**src/rtl/irq_hub_pkg.sv**
```systemverilog
// Package: shared address map constants and the access-kind type used by
// the register decoder and the top of the interrupt hub.
package irq_hub_pkg;

    localparam logic [31:0] PRIO_BASE  = 32'h0000_0000;
    localparam logic [31:0] PEND_BASE  = 32'h0000_1000;
    localparam logic [31:0] TRIG_BASE  = 32'h0000_1100;
    localparam logic [31:0] EN_BASE    = 32'h0000_2000;
    localparam logic [31:0] EN_STRIDE  = 32'h0000_0080;
    localparam logic [31:0] THR_BASE   = 32'h0020_0000;
    localparam logic [31:0] THR_STRIDE = 32'h0000_1000;

    typedef enum logic [2:0] {
        ACC_NONE,
        ACC_PRIO,
        ACC_PEND,
        ACC_TRIG,
        ACC_EN,
        ACC_THR,
        ACC_CLAIM
    } acc_kind_e;

endpackage

```
**src/rtl/irq_gate.sv**
```systemverilog
// Module: irq_gate
// Per-source gateway. Turns a device line into at most one outstanding
// request. A claim moves the request into service; a completion ends
// service. Level mode re-requests while the line is high and idle; edge
// mode requests only on a rising edge seen while idle.
// Assumes take and finish are never high in the same cycle, and that take
// is only raised while pend_o is high.
module irq_gate (
    input  logic clk,
    input  logic rst_n,
    input  logic line_in,
    input  logic edge_sel,
    input  logic take,
    input  logic finish,
    output logic pend_o
);
    logic line_q;
    logic busy_q;
    logic raise;

    // Request condition for the selected trigger mode.
    always_comb raise = edge_sel ? (line_in & ~line_q) : line_in;

    // Gateway state: previous line sample, pending flag, in-service flag.
    always_ff @(posedge clk) begin
        if (!rst_n) begin
            line_q <= 1'b0;
            pend_o <= 1'b0;
            busy_q <= 1'b0;
        end else begin
            line_q <= line_in;
            if (take) begin
                pend_o <= 1'b0;
                busy_q <= 1'b1;
            end else begin
                if (finish)
                    busy_q <= 1'b0;
                if (!pend_o && (!busy_q || finish) && raise)
                    pend_o <= 1'b1;
            end
        end
    end

    // a claim removes the request and starts service.
    a_r6_claim_moves: assert property (@(posedge clk) disable iff (!rst_n)
        take |=> (!pend_o && busy_q));

    // while in service and not completed, no new request appears.
    a_r7_hold_off: assert property (@(posedge clk) disable iff (!rst_n)
        (busy_q && !finish) |=> !pend_o);

    // a completion ends service.
    a_r7_complete_frees: assert property (@(posedge clk) disable iff (!rst_n)
        finish |=> !busy_q);

endmodule

```
**src/rtl/irq_pick.sv**
```systemverilog
// Module: irq_pick
// Per-context arbiter. Among the qualifying sources it selects the one with
// the highest priority, the lowest ID winning ties. It reports ID 0 when
// nothing qualifies.
// Assumes elig bit 0 is always 0 (source 0 is reserved).
module irq_pick #(
    parameter int SRC_N  = 54,
    parameter int PRIO_W = 3,
    parameter int ID_W   = 6
) (
    input  logic [SRC_N-1:0]        elig,
    input  logic [SRC_N*PRIO_W-1:0] prio_flat,
    output logic [ID_W-1:0]         best,
    output logic                    any
);
    logic [PRIO_W-1:0] top;

    // Scan from the highest ID down so that an equal priority later in the
    // scan (a lower ID) replaces the earlier pick.
    always_comb begin
        best = '0;
        top  = '0;
        for (int s = SRC_N - 1; s >= 1; s--) begin
            if (elig[s] && prio_flat[s*PRIO_W +: PRIO_W] >= top) begin
                top  = prio_flat[s*PRIO_W +: PRIO_W];
                best = ID_W'(s);
            end
        end
    end

    // Output-pending flag: any qualifying source.
    always_comb any = |elig;

endmodule

```
**src/rtl/irq_decode.sv**
```systemverilog
// Module: irq_decode
// Register address decoder. It classifies a word-aligned byte address into
// an access kind plus the source ID, context and word index the kind needs.
// Addresses that are unaligned or outside every implemented register
// decode to ACC_NONE.
module irq_decode
    import irq_hub_pkg::*;
#(
    parameter int ADDR_W  = 26,
    parameter int NUM_SRC = 53,
    parameter int NUM_CTX = 2,
    parameter int NWORDS  = 2,
    parameter int ID_W    = 6,
    parameter int CTX_W   = 1,
    parameter int WD_W    = 1
) (
    input  logic [ADDR_W-1:0] addr,
    output acc_kind_e         kind,
    output logic [ID_W-1:0]   id_o,
    output logic [CTX_W-1:0]  ctx_o,
    output logic [WD_W-1:0]   word_o
);
    logic [31:0] a;

    // Zero-extend the bus address to the width of the map constants.
    always_comb a = {{(32-ADDR_W){1'b0}}, addr};

    // Region classification and field extraction.
    always_comb begin
        kind   = ACC_NONE;
        id_o   = '0;
        ctx_o  = '0;
        word_o = '0;
        if (a[1:0] != 2'b00) begin
            kind = ACC_NONE;
        end else if (a < PEND_BASE) begin
            if ((a >> 2) >= 32'd1 && (a >> 2) <= 32'(NUM_SRC)) begin
                kind = ACC_PRIO;
                id_o = ID_W'((a - PRIO_BASE) >> 2);
            end
        end else if (a < PEND_BASE + 32'(4 * NWORDS)) begin
            kind   = ACC_PEND;
            word_o = WD_W'((a - PEND_BASE) >> 2);
        end else if (a >= TRIG_BASE && a < TRIG_BASE + 32'(4 * NWORDS)) begin
            kind   = ACC_TRIG;
            word_o = WD_W'((a - TRIG_BASE) >> 2);
        end else if (a >= EN_BASE && a < EN_BASE + EN_STRIDE * 32'(NUM_CTX)) begin
            if (((a - EN_BASE) & 32'h7C) < 32'(4 * NWORDS)) begin
                kind   = ACC_EN;
                ctx_o  = CTX_W'((a - EN_BASE) >> 7);
                word_o = WD_W'(((a - EN_BASE) & 32'h7C) >> 2);
            end
        end else if (a >= THR_BASE && a < THR_BASE + THR_STRIDE * 32'(NUM_CTX)) begin
            ctx_o = CTX_W'((a - THR_BASE) >> 12);
            if (((a - THR_BASE) & 32'hFFF) == 32'h0)
                kind = ACC_THR;
            else if (((a - THR_BASE) & 32'hFFF) == 32'h4)
                kind = ACC_CLAIM;
        end
    end

endmodule

```
**src/rtl/irq_hub.sv**
```systemverilog
// Module: irq_hub
// Interrupt hub top. It holds the priority, enable, threshold and
// trigger-mode storage, one gateway per source, and one arbiter per
// context. It serves the register bus and carries out the claim and
// completion handshake.
// Assumes at most one bus access per cycle, so two contexts never claim in
// the same cycle. Read data is registered; a claim clears the pending bit
// at the same edge that captures the returned ID.
module irq_hub
    import irq_hub_pkg::*;
#(
    parameter int NUM_SRC = 53,
    parameter int NUM_CTX = 2,
    parameter int PRIO_W  = 3,
    parameter int ADDR_W  = 26,
    localparam int SRC_N  = NUM_SRC + 1,
    localparam int IN_W   = (NUM_SRC > 0) ? NUM_SRC : 1,
    localparam int NWORDS = (SRC_N + 31) / 32,
    localparam int ID_W   = (SRC_N > 1) ? $clog2(SRC_N) : 1,
    localparam int CTX_W  = (NUM_CTX > 1) ? $clog2(NUM_CTX) : 1,
    localparam int WD_W   = (NWORDS > 1) ? $clog2(NWORDS) : 1
) (
    input  logic               clk,
    input  logic               rst_n,
    input  logic [IN_W-1:0]    src_irq,
    input  logic               bus_valid,
    input  logic               bus_write,
    input  logic [ADDR_W-1:0]  bus_addr,
    input  logic [31:0]        bus_wdata,
    output logic               rd_valid,
    output logic [31:0]        rd_data,
    output logic [NUM_CTX-1:0] eip
);
    logic [PRIO_W-1:0]  prio_q [SRC_N];
    logic [NUM_CTX-1:0] en_q   [SRC_N];
    logic               trig_q [SRC_N];
    logic [PRIO_W-1:0]  thr_q  [NUM_CTX];
    logic [SRC_N-1:0]   pend;
    logic [SRC_N-1:0]   elig   [NUM_CTX];
    logic [SRC_N*PRIO_W-1:0] prio_flat;
    logic [ID_W-1:0]    best_id [NUM_CTX];

    acc_kind_e          kind;
    logic [ID_W-1:0]    id_i;
    logic [CTX_W-1:0]   ctx_i;
    logic [WD_W-1:0]    word_i;
    logic               rd_req, wr_req, claim_hit, done_hit;
    logic [ID_W-1:0]    sel_id;

    logic [31:0]        pend_w [NWORDS];
    logic [31:0]        trig_w [NWORDS];
    logic [31:0]        en_w   [NWORDS];
    logic [31:0]        rd_mux;

    irq_decode #(
        .ADDR_W (ADDR_W),
        .NUM_SRC(NUM_SRC),
        .NUM_CTX(NUM_CTX),
        .NWORDS (NWORDS),
        .ID_W   (ID_W),
        .CTX_W  (CTX_W),
        .WD_W   (WD_W)
    ) u_decode (
        .addr  (bus_addr),
        .kind  (kind),
        .id_o  (id_i),
        .ctx_o (ctx_i),
        .word_o(word_i)
    );

    // Bus request qualifiers and the claim and completion strobes.
    always_comb begin
        rd_req    = bus_valid && !bus_write;
        wr_req    = bus_valid && bus_write;
        claim_hit = rd_req && (kind == ACC_CLAIM);
        done_hit  = wr_req && (kind == ACC_CLAIM);
        sel_id    = best_id[ctx_i];
    end

    // Per-source storage, gateway and handshake strobes.
    for (genvar s = 0; s < SRC_N; s++) begin : g_src
        if (s == 0) begin : g_rsv
            assign pend[0] = 1'b0;
            // Source 0 is reserved: its storage stays at zero.
            always_ff @(posedge clk) begin
                prio_q[0] <= '0;
                en_q[0]   <= '0;
                trig_q[0] <= 1'b0;
            end
        end else begin : g_live
            logic take_s;
            logic done_s;

            // Claim strobe for this source, and a completion that is
            // accepted only if the writing context has this source enabled.
            always_comb begin
                take_s = claim_hit && (int'(sel_id) == s);
                done_s = done_hit && en_q[s][ctx_i] && (bus_wdata == 32'(s));
            end

            // Priority, trigger-mode and enable bits of this source.
            always_ff @(posedge clk) begin
                if (!rst_n) begin
                    prio_q[s] <= '0;
                    trig_q[s] <= 1'b0;
                    en_q[s]   <= '0;
                end else if (wr_req) begin
                    if (kind == ACC_PRIO && int'(id_i) == s)
                        prio_q[s] <= bus_wdata[PRIO_W-1:0];
                    if (kind == ACC_TRIG && int'(word_i) == s / 32)
                        trig_q[s] <= bus_wdata[s % 32];
                    if (kind == ACC_EN && int'(word_i) == s / 32)
                        en_q[s][ctx_i] <= bus_wdata[s % 32];
                end
            end

            irq_gate u_gate (
                .clk     (clk),
                .rst_n   (rst_n),
                .line_in (src_irq[s-1]),
                .edge_sel(trig_q[s]),
                .take    (take_s),
                .finish  (done_s),
                .pend_o  (pend[s])
            );
        end
    end

    // Flattened priority vector for the arbiters.
    always_comb begin
        for (int s = 0; s < SRC_N; s++)
            prio_flat[s*PRIO_W +: PRIO_W] = prio_q[s];
    end

    // Qualification: pending, enabled, and strictly above the threshold.
    always_comb begin
        for (int c = 0; c < NUM_CTX; c++)
            for (int s = 0; s < SRC_N; s++)
                elig[c][s] = pend[s] && en_q[s][c] && (prio_q[s] > thr_q[c]);
    end

    // Per-context threshold registers and arbiters.
    for (genvar c = 0; c < NUM_CTX; c++) begin : g_ctx
        // Threshold write for this context.
        always_ff @(posedge clk) begin
            if (!rst_n)
                thr_q[c] <= '0;
            else if (wr_req && kind == ACC_THR && int'(ctx_i) == c)
                thr_q[c] <= bus_wdata[PRIO_W-1:0];
        end

        irq_pick #(
            .SRC_N (SRC_N),
            .PRIO_W(PRIO_W),
            .ID_W  (ID_W)
        ) u_pick (
            .elig     (elig[c]),
            .prio_flat(prio_flat),
            .best     (best_id[c]),
            .any      (eip[c])
        );

        // a raised output always comes with a qualifying pick.
        a_r5_pick_qualifies: assert property (@(posedge clk) disable iff (!rst_n)
            eip[c] |-> (best_id[c] != '0 && elig[c][best_id[c]]));

        // a claim by this context while nothing qualifies returns 0.
        a_r6_idle_claim_zero: assert property (@(posedge clk) disable iff (!rst_n)
            (claim_hit && int'(ctx_i) == c && !eip[c]) |=> (rd_data == 32'h0));
    end

    // Word views of the pending, trigger and selected-context enable bits.
    always_comb begin
        for (int w = 0; w < NWORDS; w++) begin
            pend_w[w] = '0;
            trig_w[w] = '0;
            en_w[w]   = '0;
        end
        for (int s = 0; s < SRC_N; s++) begin
            pend_w[s / 32][s % 32] = pend[s];
            trig_w[s / 32][s % 32] = trig_q[s];
            en_w[s / 32][s % 32]   = en_q[s][ctx_i];
        end
    end

    // Read data selection by access kind.
    always_comb begin
        case (kind)
            ACC_PRIO:  rd_mux = 32'(prio_q[id_i]);
            ACC_PEND:  rd_mux = pend_w[word_i];
            ACC_TRIG:  rd_mux = trig_w[word_i];
            ACC_EN:    rd_mux = en_w[word_i];
            ACC_THR:   rd_mux = 32'(thr_q[ctx_i]);
            ACC_CLAIM: rd_mux = 32'(sel_id);
            default:   rd_mux = 32'h0;
        endcase
    end

    // Registered read response.
    always_ff @(posedge clk) begin
        if (!rst_n) begin
            rd_valid <= 1'b0;
            rd_data  <= 32'h0;
        end else begin
            rd_valid <= rd_req;
            if (rd_req)
                rd_data <= rd_mux;
        end
    end

    // every read request gets a response on the next cycle.
    a_r11_read_answered: assert property (@(posedge clk) disable iff (!rst_n)
        rd_req |=> rd_valid);

    // no response without a request.
    a_r11_no_stray_valid: assert property (@(posedge clk) disable iff (!rst_n)
        !rd_req |=> !rd_valid);

endmodule

```
**config.mk**
```make
export PLATFORM = sky130hd
export DESIGN_NAME = irq_hub
export DESIGN_NICKNAME = d
export VERILOG_FILES = /design/src/rtl/irq_hub_pkg.sv /design/src/rtl/irq_gate.sv /design/src/rtl/irq_pick.sv /design/src/rtl/irq_decode.sv /design/src/rtl/irq_hub.sv
export SDC_FILE = /design/constraint.sdc
export NUM_CORES = 2
export LEC_CHECK = 0
export BUFFER_PORTS_ARGS = -buffer_cell sky130_fd_sc_hd__buf_2
export CAP_MARGIN = 25
export CORE_MARGIN = 2
export CORE_UTILIZATION = 65
export DETAILED_ROUTE_END_ITERATION = 7
export GPL_ROUTABILITY_DRIVEN = 1
export HOLD_SLACK_MARGIN = 0.1
export PLACE_DENSITY_LB_ADDON = 0.08
export REMOVE_ABC_BUFFERS = 1
export SLEW_MARGIN = 20
export SYNTH_ARGS = -nofsm -noshare
export SYNTH_HDL_FRONTEND = slang
export SYNTH_SLANG_ARGS = --single-unit
```
**constraint.sdc**
```tcl
create_clock -name clk -period 202.6 [get_ports clk]
set_input_delay 0 -clock clk [delete_from_list [all_inputs] [get_ports clk]]
set_output_delay 0 -clock clk [all_outputs]
set_load 0.05 [all_outputs]
```
==> results.tsv <==
stage	metric	value	unit
global_routing	maximum number of pins on one net before global-route repair	70	
place	HPWL Detailed	145.4	mm
detailed_routing	Total Wirelength	197.9	mm
power_and_ir_drop	P_int	222.3	uW
timing	Achievable Freq	0.01189	GHz
power_and_ir_drop	Pleak	0.01979	uW
timing	Fin. Hold Viols	0	
die	die outline width	267.7	um
detailed_routing	via count	48764	
cells_and_area	synthesis-to-finish area growth	9.900	%
synth	post-synthesis cell type count	113	
worst_hold_path	Hold Crit Class	input port to flip-flop	
timing	fin. max-slew vios	0	
worst_setup_path	critical path class	flip-flop to flip-flop	
worst_setup_path	Worst Path Required	203.18	ns
clock_tree	CTS Root Cell	clkbuf_16	
worst_setup_path	critical path arrival	84.71	ns
power_and_ir_drop	switching share of power	39.06	%
clock_tree	Reg clk slew, reported paths	0.08	ns
synth	Yosys top cell by area	edfxtp_1	
clock_tree	CTS Buffer Depth	3	
synth	Post-synth top flop	edfxtp_1	
timing	worst-margin pin slew	1.280	ns
worst_setup_path	CP Launch Type	flip-flop	
die	io pins	150	
detailed_routing	Detailed Routing Iterations Pass 1	7	
clock_tree	worst-skew pair later-pin latency	0.64	ns
detailed_routing	DR vias/cell	7.382	
timing	setup violators final	0	
timing	Worst Skew	0.03355	ns
power_and_ir_drop	Seq pwr share	34.3	%
cells_and_area	share of cells above drive strength 1	8.707	%
synth	Mapped Cells	5478	
timing	setup TNS	0	ns
worst_setup_path	Reg-to-Reg Start	thr_q[1][1]$_SDFFCE_PN0P_	
worst_setup_path	slowest CP cell	nor3_1	
clock_tree	Resized cells post-CTS	0	
cells_and_area	fillcell total	5226	
synth	YS warnings	0	
power_and_ir_drop	combinational power share	37.6	%
place	port bufs	149	
synth	Avg Inst Size Synth	8.251	sq um
die	die height	267.7	um
timing	Period minus WS final	84.13	ns
detailed_routing	detailed-route wire length per cell	29.96	um
timing	Final Cycle Share	41.53	%
power_and_ir_drop	worst vdd rail ir drop	9.113	uV
worst_setup_path	FF-to-FF setup slack	118.47	ns
clock_tree	total CTS buffers	52	
power_and_ir_drop	Sw Pwr	142.5	uW
power_and_ir_drop	Pwr Total	364.8	uW
timing	unrepaired setup endpoints after global routing	false	
detailed_routing	residual DRC count	0	
power_and_ir_drop	clock network fraction of total power	28.1	%
global_routing	initial antenna violation count	14	
worst_setup_path	reg2reg path depth	357	
cells_and_area	nets	6177	
power_and_ir_drop	cell area power density	7.344	nW/um^2
synth	number of synthesized register bits	516	
worst_setup_path	most frequent CP cell	ha_1	
clock_tree	H-tree depth	2	
synth	top post-synthesis cells by area	edfxtp_1 21%, ha_1 12%, dfxtp_1 8.5%	
die	Std-Cell Rows	96	
die	Die ar.	71660	sq um
clock_tree	number of post-CTS setup repair buffers	0	
synth	Netlist Area Pre-Place	45200	sq um
clock_tree	# clock sinks	516	
clock_tree	Hold Buf Count CTS	89	
synth	Seq/Total Area, Yosys	30.01	%
global_routing	first-pass GRT wire length	284.0	mm
global_routing	number of global-route vias before repair	45322	
synth	Post-synth ARST share	0	%
die	core area	68710	sq um
worst_setup_path	CP Capture Type	flip-flop	
run	max_cap viols	0	
global_routing	All-Layer GR Usage	53.51	%
worst_setup_path	Worst Setup EP	g_src[35].g_live.u_gate.busy_q$_SDFFE_PN0P_	
detailed_routing	Routed Antenna Nets	0	
die	Initial Utilization	65.78	%
worst_setup_path	Max FO, Critical Path	12	
worst_setup_path	RR Endpoint	g_src[35].g_live.u_gate.busy_q$_SDFFE_PN0P_	
detailed_routing	initial DRC count	7533	
global_routing	gr ovfl total	0	
timing	Rel. slew slack	14.07	%
place	gp weighted congestion	1.098	
synth	Post-synth EDFFs	323	
worst_setup_path	Critical Path Start	thr_q[1][1]$_SDFFCE_PN0P_	
synth	top-area cell type share of the netlist area	21.46	%
worst_setup_path	max incr delay on CP	0.75	ns
clock_tree	CTS tree	yes	
status	status	completed	
[cell families (layout without fill, tap and decap cells)]
family | Yosys count | count (layout) | synth area share (%)
mux | 156 | 156 | 3.646
compound gates | 1684 | 1684 | 25.18
flops | 516 | 516 | 30.01
simple gates | 2066 | 2066 | 22.46
other cells | 0 | 13 | 0
fa+ha+maj | 534 | 534 | 14.29
buf+inv | 522 | 706 | 4.415
[sequential cells by signal, summed over array words and instances, names as in the netlist]
| register | flops |
|---|---|
| trig_q | 53 |
| rd_valid | 1 |
| g_src.g_live.u_gate.busy_q | 53 |
| en_q | 106 |
| thr_q | 6 |
| g_src.g_live.u_gate.pend_o | 53 |
| g_src.g_live.u_gate.line_q | 53 |
| prio_q | 159 |
| rd_data | 32 |
[cells in the final DEF (no fill, tap or decap), drive strengths merged, types with 19 or more instances in the layout]
cell / count
a21oi: 347
or3: 36
a311oi: 78
clkbuf: 81
nand2: 598
o21a: 70
o21ai: 398
nand3: 181
o211a: 22
o22ai: 69
a22oi: 52
mux2i: 96
a21o: 106
and2: 279
o211ai: 40
edfxtp: 323
dfxtp: 193
a211oi: 37
and3: 75
nor2b: 80
maj3: 90
buf: 228
a32o: 19
dlygate4sd3: 89
nor2: 458
a31oi: 87
nor3: 69
a21boi: 34
or2: 24
nor4: 62
a221oi: 47
o31a: 20
nand2b: 109
ha: 444
o31ai: 70
mux2: 59
nand4: 35
inv: 289
[cell usage after synthesis (all sizes together), types with 24 or more instances]
cell	instances
clkbuf	202
o21ai	398
nand3	181
ha	444
a221oi	47
a31oi	87
nand2	598
nand4	35
mux2	59
edfxtp	323
o31ai	70
o22ai	69
a21boi	34
nand2b	109
o21a	70
buf	34
mux2i	96
dfxtp	193
a22oi	52
nor2	458
or3	36
nor3	69
inv	284
nor4	62
a21oi	347
nor2b	80
a21o	106
maj3	90
or2	24
a211oi	37
and2	279
a311oi	78
o211ai	40
and3	75
[metal layers]
layer	up-vias	global-route usage [%]	wire length, um
met2	4201	77.62	79820
met4	10	43.38	20010
li1	20790	-	-
met3	1249	20.49	30600
met1	22514	62.85	67440
met5	-	0.2079	75
[per-stage QoR]
step           setup slack [ns]  util (%)  area [sq um]  std cells  hold slack, ns
3_5_place_dp             120.37     68.26         46900       6398          0.2213
6_report                 118.47     72.30         49670       6606          0.1072
2_1_floorplan            129.29         -         44280       5242          0.1086
3_3_place_gp             120.80     68.26         46900       6398          0.2180
4_1_cts                  119.99     72.12         49550       6585          0.1054
5_1_grt                  113.35     72.27         49650       6598          0.1124
[area by class of cell]
class,count,area (sq um),area share (%)
Antenna cell,13,32.53,0.06549
Clock buffer,76,1474,2.967
Clock inverter,22,292.8,0.5894
Inverter,286,1074,2.161
Multi-Input combinational cell,4440,29770,59.94
Sequential cell,516,13560,27.31
Tap cell,931,1165,2.345
Timing Repair Buffer,322,2297,4.625
[power groups by stage]
stage | clock, uW | combinational [uW] | sequential, uW
2_1_floorplan | 0 | 85.4 | 122
6_report | 103 | 137 | 125
4_1_cts | 100 | 129 | 124
3_3_place_gp | 0 | 124 | 126
5_1_grt | 105 | 146 | 125
3_5_place_dp | 0 | 127 | 126
[worst min-delay path by stage]
stage | startpoint | endpoint | slack (ns) | depth (start not counted)
2_1_floorplan | bus_wdata[0] | trig_q[1][0]$_DFF_P_ | 0.11 | 2
3_3_place_gp | src_irq[18] | g_src[19].g_live.u_gate.line_q$_SDFF_PN0_ | 0.22 | 3
3_5_place_dp | src_irq[39] | g_src[40].g_live.u_gate.line_q$_SDFF_PN0_ | 0.22 | 3
4_1_cts | src_irq[52] | g_src[53].g_live.u_gate.line_q$_SDFF_PN0_ | 0.11 | 3
5_1_grt | bus_write | rd_data[18]$_SDFFE_PN0P_ | 0.11 | 5
6_report | bus_write | rd_data[18]$_SDFFE_PN0P_ | 0.11 | 5
[critical path, delay by kind of cell, from the launching register on]
kind            cells  cell delay (ns)
compound gates    115            26.64
mux                17             6.48
buf+inv             7             0.95
fa+ha+maj         103            32.05
flops               1             0.41
simple gates      115            17.55
(Power assumes the default switching activity.)
